File: config.mk
export PLATFORM = sky130hd
export DESIGN_NAME = pq_event_engine
export DESIGN_NICKNAME = d
export VERILOG_FILES = /design/src/rtl/pq_engine_pkg.sv /design/src/rtl/pq_req_decode.sv /design/src/rtl/pq_transition.sv /design/src/rtl/pq_state_store.sv /design/src/rtl/pq_event_engine.sv
export SDC_FILE = /design/constraint.sdc
export NUM_CORES = 1
export LEC_CHECK = 0
export BUFFER_PORTS_ARGS = -buffer_cell sky130_fd_sc_hd__buf_2
export CORE_MARGIN = 2
export CORE_UTILIZATION = 40
export CTS_CLUSTER_DIAMETER = 60
export DETAILED_ROUTE_END_ITERATION = 10
export PLACE_DENSITY = 0.69
export SLEW_MARGIN = 20
export SYNTH_ARGS = -nofsm -noshare
export SYNTH_HDL_FRONTEND = slang
export SYNTH_HIERARCHICAL = 1
export SYNTH_SLANG_ARGS = --single-unit
File: constraint.sdc
create_clock -name clk -period 6.6 [get_ports clk]
set_clock_uncertainty 0.2 [all_clocks]
set_input_delay 0.33 -clock clk [delete_from_list [all_inputs] [get_ports clk]]
set_output_delay 0.33 -clock clk [all_outputs]
set_load 0.01 [all_outputs]
File: src/rtl/pq_engine_pkg.sv
package pq_engine_pkg;

    typedef enum logic [1:0] {
        PQ_RESET  = 2'b00,
        PQ_OFF    = 2'b01,
        PQ_PEND   = 2'b10,
        PQ_QUEUED = 2'b11
    } pq_e;

    typedef enum logic [2:0] {
        OP_TRIG    = 3'd0,
        OP_EOI     = 3'd1,
        OP_SET     = 3'd2,
        OP_LINE_HI = 3'd3,
        OP_LINE_LO = 3'd4
    } op_e;

    localparam logic [2:0] OP_LAST = 3'd4;

endpackage

File: src/rtl/pq_req_decode.sv
module pq_req_decode
    import pq_engine_pkg::*;
#(
    parameter int N     = 16,
    parameter int IDX_W = 5
) (
    input  logic             req_valid,
    input  logic [2:0]       req_op,
    input  logic [IDX_W-1:0] req_idx,
    output logic             accept,
    output op_e              op
);
    localparam logic [IDX_W:0] LIMIT = (IDX_W+1)'(N);

    logic idx_ok;
    logic op_ok;

    always_comb begin
        idx_ok = {1'b0, req_idx} < LIMIT;
        op_ok  = req_op <= OP_LAST;
        accept = req_valid && idx_ok && op_ok;
        op     = op_ok ? op_e'(req_op) : OP_TRIG;
    end
endmodule

File: src/rtl/pq_transition.sv
module pq_transition
    import pq_engine_pkg::*;
(
    input  op_e        op,
    input  pq_e        cur,
    input  logic       asserted,
    input  logic       is_lvl,
    input  logic [1:0] set_val,
    output pq_e        nxt,
    output logic       nxt_asserted,
    output logic       fire
);
    pq_e  trig_pq;
    logic trig_fire;
    pq_e  eoi_pq;
    logic eoi_fire;

    // Trigger rule: events coalesce in the queued state
    always_comb begin
        unique case (cur)
            PQ_RESET:  begin trig_pq = PQ_PEND;   trig_fire = 1'b1; end
            PQ_PEND:   begin trig_pq = PQ_QUEUED; trig_fire = 1'b0; end
            PQ_QUEUED: begin trig_pq = PQ_QUEUED; trig_fire = 1'b0; end
            default:   begin trig_pq = PQ_OFF;    trig_fire = 1'b0; end
        endcase
    end

    // EOI rule: a queued event is released
    always_comb begin
        unique case (cur)
            PQ_RESET:  begin eoi_pq = PQ_RESET; eoi_fire = 1'b0; end
            PQ_PEND:   begin eoi_pq = PQ_RESET; eoi_fire = 1'b0; end
            PQ_QUEUED: begin eoi_pq = PQ_PEND;  eoi_fire = 1'b1; end
            default:   begin eoi_pq = PQ_OFF;   eoi_fire = 1'b0; end
        endcase
    end

    always_comb begin
        nxt          = cur;
        nxt_asserted = asserted;
        fire         = 1'b0;
        case (op)
            OP_TRIG: begin
                nxt  = trig_pq;
                fire = trig_fire;
            end
            OP_EOI: begin
                nxt  = eoi_pq;
                fire = eoi_fire;
                if (is_lvl && asserted) begin
                    // level still high: line rule decides the strobe
                    fire = (eoi_pq == PQ_RESET);
                    nxt  = (eoi_pq == PQ_RESET) ? PQ_PEND : eoi_pq;
                end
            end
            OP_SET: begin
                nxt = pq_e'(set_val);
            end
            OP_LINE_HI: begin
                if (is_lvl) begin
                    nxt_asserted = 1'b1;
                    fire         = (cur == PQ_RESET);
                    nxt          = (cur == PQ_RESET) ? PQ_PEND : cur;
                end else begin
                    nxt  = trig_pq;
                    fire = trig_fire;
                end
            end
            OP_LINE_LO: begin
                if (is_lvl) begin
                    nxt_asserted = 1'b0;
                end
            end
            default: begin
                nxt = cur;
            end
        endcase
    end
endmodule

File: src/rtl/pq_state_store.sv
module pq_state_store
    import pq_engine_pkg::*;
#(
    parameter int N     = 16,
    parameter int IDX_W = 5
) (
    input  logic             clk,
    input  logic             rst_n,
    input  logic             wr_en,
    input  logic [IDX_W-1:0] wr_idx,
    input  pq_e              wr_pq,
    input  logic             wr_asserted,
    input  logic [IDX_W-1:0] rd_idx,
    output pq_e              rd_pq,
    output logic             rd_asserted
);
    pq_e  pq_q [N];
    logic as_q [N];

    for (genvar g = 0; g < N; g++) begin : g_src
        always_ff @(posedge clk) begin
            if (!rst_n) begin
                pq_q[g] <= PQ_OFF;
                as_q[g] <= 1'b0;
            end else if (wr_en && wr_idx == IDX_W'(g)) begin
                pq_q[g] <= wr_pq;
                as_q[g] <= wr_asserted;
            end
        end
    end

    always_comb begin
        rd_pq       = PQ_OFF;
        rd_asserted = 1'b0;
        for (int i = 0; i < N; i++) begin
            if (rd_idx == IDX_W'(i)) begin
                rd_pq       = pq_q[i];
                rd_asserted = as_q[i];
            end
        end
    end
endmodule

File: src/rtl/pq_event_engine.sv
module pq_event_engine
    import pq_engine_pkg::*;
#(
    parameter int N     = 16,
    parameter int IDX_W = 5
) (
    input  logic             clk,
    input  logic             rst_n,
    input  logic             req_valid,
    input  logic [2:0]       req_op,
    input  logic [IDX_W-1:0] req_idx,
    input  logic [1:0]       req_pq,
    input  logic [N-1:0]     src_is_level,
    output logic             rsp_valid,
    output logic [1:0]       rsp_old_pq,
    output logic             notify,
    output logic [IDX_W-1:0] notify_idx
);
    logic accept;
    op_e  op;
    pq_e  cur_pq;
    logic cur_as;
    logic is_lvl;
    pq_e  nxt_pq;
    logic nxt_as;
    logic fire;

    pq_req_decode #(.N(N), .IDX_W(IDX_W)) u_dec (
        .req_valid (req_valid),
        .req_op    (req_op),
        .req_idx   (req_idx),
        .accept    (accept),
        .op        (op)
    );

    pq_state_store #(.N(N), .IDX_W(IDX_W)) u_store (
        .clk         (clk),
        .rst_n       (rst_n),
        .wr_en       (accept),
        .wr_idx      (req_idx),
        .wr_pq       (nxt_pq),
        .wr_asserted (nxt_as),
        .rd_idx      (req_idx),
        .rd_pq       (cur_pq),
        .rd_asserted (cur_as)
    );

    always_comb begin
        is_lvl = 1'b0;
        for (int i = 0; i < N; i++) begin
            if (req_idx == IDX_W'(i)) is_lvl = src_is_level[i];
        end
    end

    pq_transition u_fsm (
        .op           (op),
        .cur          (cur_pq),
        .asserted     (cur_as),
        .is_lvl       (is_lvl),
        .set_val      (req_pq),
        .nxt          (nxt_pq),
        .nxt_asserted (nxt_as),
        .fire         (fire)
    );

    always_ff @(posedge clk) begin
        if (!rst_n) begin
            rsp_valid  <= 1'b0;
            rsp_old_pq <= PQ_OFF;
            notify     <= 1'b0;
            notify_idx <= '0;
        end else begin
            rsp_valid  <= accept;
            rsp_old_pq <= accept ? cur_pq : PQ_OFF;
            notify     <= accept && fire;
            notify_idx <= (accept && fire) ? req_idx : '0;
        end
    end
endmodule

==> impl_metrics.ini <==
[clocking]
cts_resized = 0
cts.sinks = 57
cts_tree = done
insertion_delay_ps = 330
path_clk_slew_ps = 70
cts.htree.levels = 3
postCtsHoldBufs = 0
postCtsSetupBuffers = 0
cts_buffers = 9
root_buffer = clkbuf_8
clock_path_buffers = 2

[placed_design]
place_congestion = 0.866
port_buffers = 37
hpwl_mm = 5.87
dpl_cell_area_mm2 = 0.00353
pre_cts_ws_ps = 2620

[timing]
worstMarginPinSlew_ps = 1040
min_period_ps = 3730
slew_headroom_pct = 30.5
finalHoldViolations = 0
setup_ws_ps = 2870
setup_viol = 0
holdWs_ps = 237
fin_tns_setup_ps = 0
period_share_pct = 56.5
fmax_mhz = 268
drv_slew = 0
rsz0062_at_grt = false

[logic_synthesis]
synth_edf_count = 47
avgSynthCellArea_um2 = 10.2
async_reset_ff_share_pct = 0
synthCells = 329
syn_nets = 358
yosys_warnings = 6
ys_seq_elements = 57
yosys_most_used_dff = edfxtp_1
synth.distinct_cells = 63
synth.yosys.seq_area_share_pct = 48.3
syn_area_mm2 = 0.00334

[global_route]
grt_max_degree = 50
overflow = 0
antenna_found_initial = 0
grt_pass1_wl_mm = 13.9
track_usage_pct = 20.5
grt_pass1_vias = 2730

[finish]
area_growth_syn_to_layout_pct = 12.4
finish.instance_area_mm2 = 0.00375
fillCellCount = 744
seqCellArea_mm2 = 0.00161
multi_input_area_mm2 = 0.00156
diodes = 0
drive_gt1_share_pct = 18.7
fin_nets = 387

[worst_setup_path]
worstPathRequired_ps = 6590
reg2reg_depth = 9
slowest_delay_ps = 800
start_kind = input port
cp_max_fo = 43
critPathLaunch = req_idx[0]
slowest_stage = o21ai_1
endpoint_kind = register
crit_chain = buf_2 > nand2_1 > or4_1 > o32ai_1 > o31ai_1 > o2bb2ai_1 > nor2b_2 > a21oi_1 > nor3_1 > o21ai_1 > and3_1
crit_arrival_ps = 3720
r2r_start = u_store/pq_q[0][0]
path_class = in -> reg

[route]
drtPass1Iterations = 5
drc = 0
wirelength_mm = 8.56
via_per_inst = 6.04
wl_per_cell_um = 18.3
postRouteAntennaNets = 0
num_vias = 2829
drtIter0Drc = 266

[hold_path]
hold_depth = 2
hold_start = req_idx[4]
min_path_type = in -> reg

[flow_run]
maxCapViolations = 0

[power]
leakagePower_uw = 0.00143
vdd_ir_drop_max_mv = 0.156
power_density_mw_per_mm2 = 230
power_uw = 862

[floorplanning]
fp.dieW_um = 95.4
fp.dieH_um = 95.4
core_mm2 = 0.00813
core.rowCount = 33
ios = 38
initial_core_util_pct = 41.1
dieArea_mm2 = 0.00910

[run_status]
status = finished clean
## per-stage QoR
step / util, % / instances
2_1_floorplan: - / 329
3_5_place_dp: 43.4 / 452
5_1_grt: 46.2 / 468
6_report: 46.2 / 468
4_1_cts: 46.1 / 468
3_3_place_gp: 43.4 / 452
## cells in the mapped netlist (10+ instances only)
| cell type | number | area, µm² |
|---|---|---|
| or3_1 | 18 | 113 |
| o21ai_0 | 22 | 110 |
| nand3_1 | 10 | 50.1 |
| a21oi_1 | 17 | 85.1 |
| dfxtp_1 | 10 | 200 |
| nand2_1 | 17 | 63.8 |
| and3_1 | 33 | 206 |
| edfxtp_1 | 47 | 1410 |
| mux2i_1 | 10 | 100 |
| nand2b_1 | 10 | 62.6 |
| nor2_1 | 19 | 71.3 |
## path summary, 6_finish.rpt
path	endpoint	slack, ps
min	notify_idx[4]	240
min reg2reg	u_store/as_q[1][0]	270
max reg2reg	u_store/pq_q[1][9]	3120
max	u_store/pq_q[1][9]	2870
## cell usage in the layout, fill, tap and decap left out, types with 17 or more instances in the layout
cell,netlist,routed
a21oi_1,17,17
nor2_1,19,19
buf_2,8,37
o21ai_0,22,21
nand2_1,17,17
or3_1,18,18
and3_1,33,33
edfxtp_1,47,47
## where the power goes
part,leakage [µW],internal [µW],switching [µW]
registers,0.000512,396,2.75
logic,0.000815,33.2,73.9
clock network,0.000106,212,144
## per-layer routing
| metal | part of all wire [%] | track usage, % |
|---|---|---|
| met4 | 2.6 | 9.52 |
| met1 | 41 | 25.5 |
| met2 | 48 | 34.2 |
| met3 | 8.0 | 4.35 |
| met5 | 0 | 0 |
## critical path, delay by kind of cell
kind,cells,cell delay [ps]
AO/OA/AOI/OAI,5,1530
buffers and inverters,1,600
AND/OR/NAND/NOR,5,1250
## logic make-up (layout without fill, tap and decap cells)
logic type,count (synthesis),in the layout,share of synthesized area (%)
simple gates,152,152,26.8
buf+inv,30,64,5.02
mux,14,14,5.13
flops,57,57,48.3
compound gates,76,76,14.8
## state kept, by name, indices dropped and copies added, names as in the netlist
register      flops
notify            1
notify_idx        5
rsp_old_pq        2
rsp_valid         1
u_store/as_q     16
u_store/pq_q     32
## layout make-up
cell class / count / share of cell area (%)
flip-flops and latches: 57 / 42.9
clock buffers: 9 / 3.30
inverters: 10 / 1.00
clock inverters: 7 / 2.50
well taps: 105 / 3.50
repair buffers: 38 / 5.13
multi-input cells: 242 / 41.7
No activity file was read; power rests on OpenSTA's default activity.
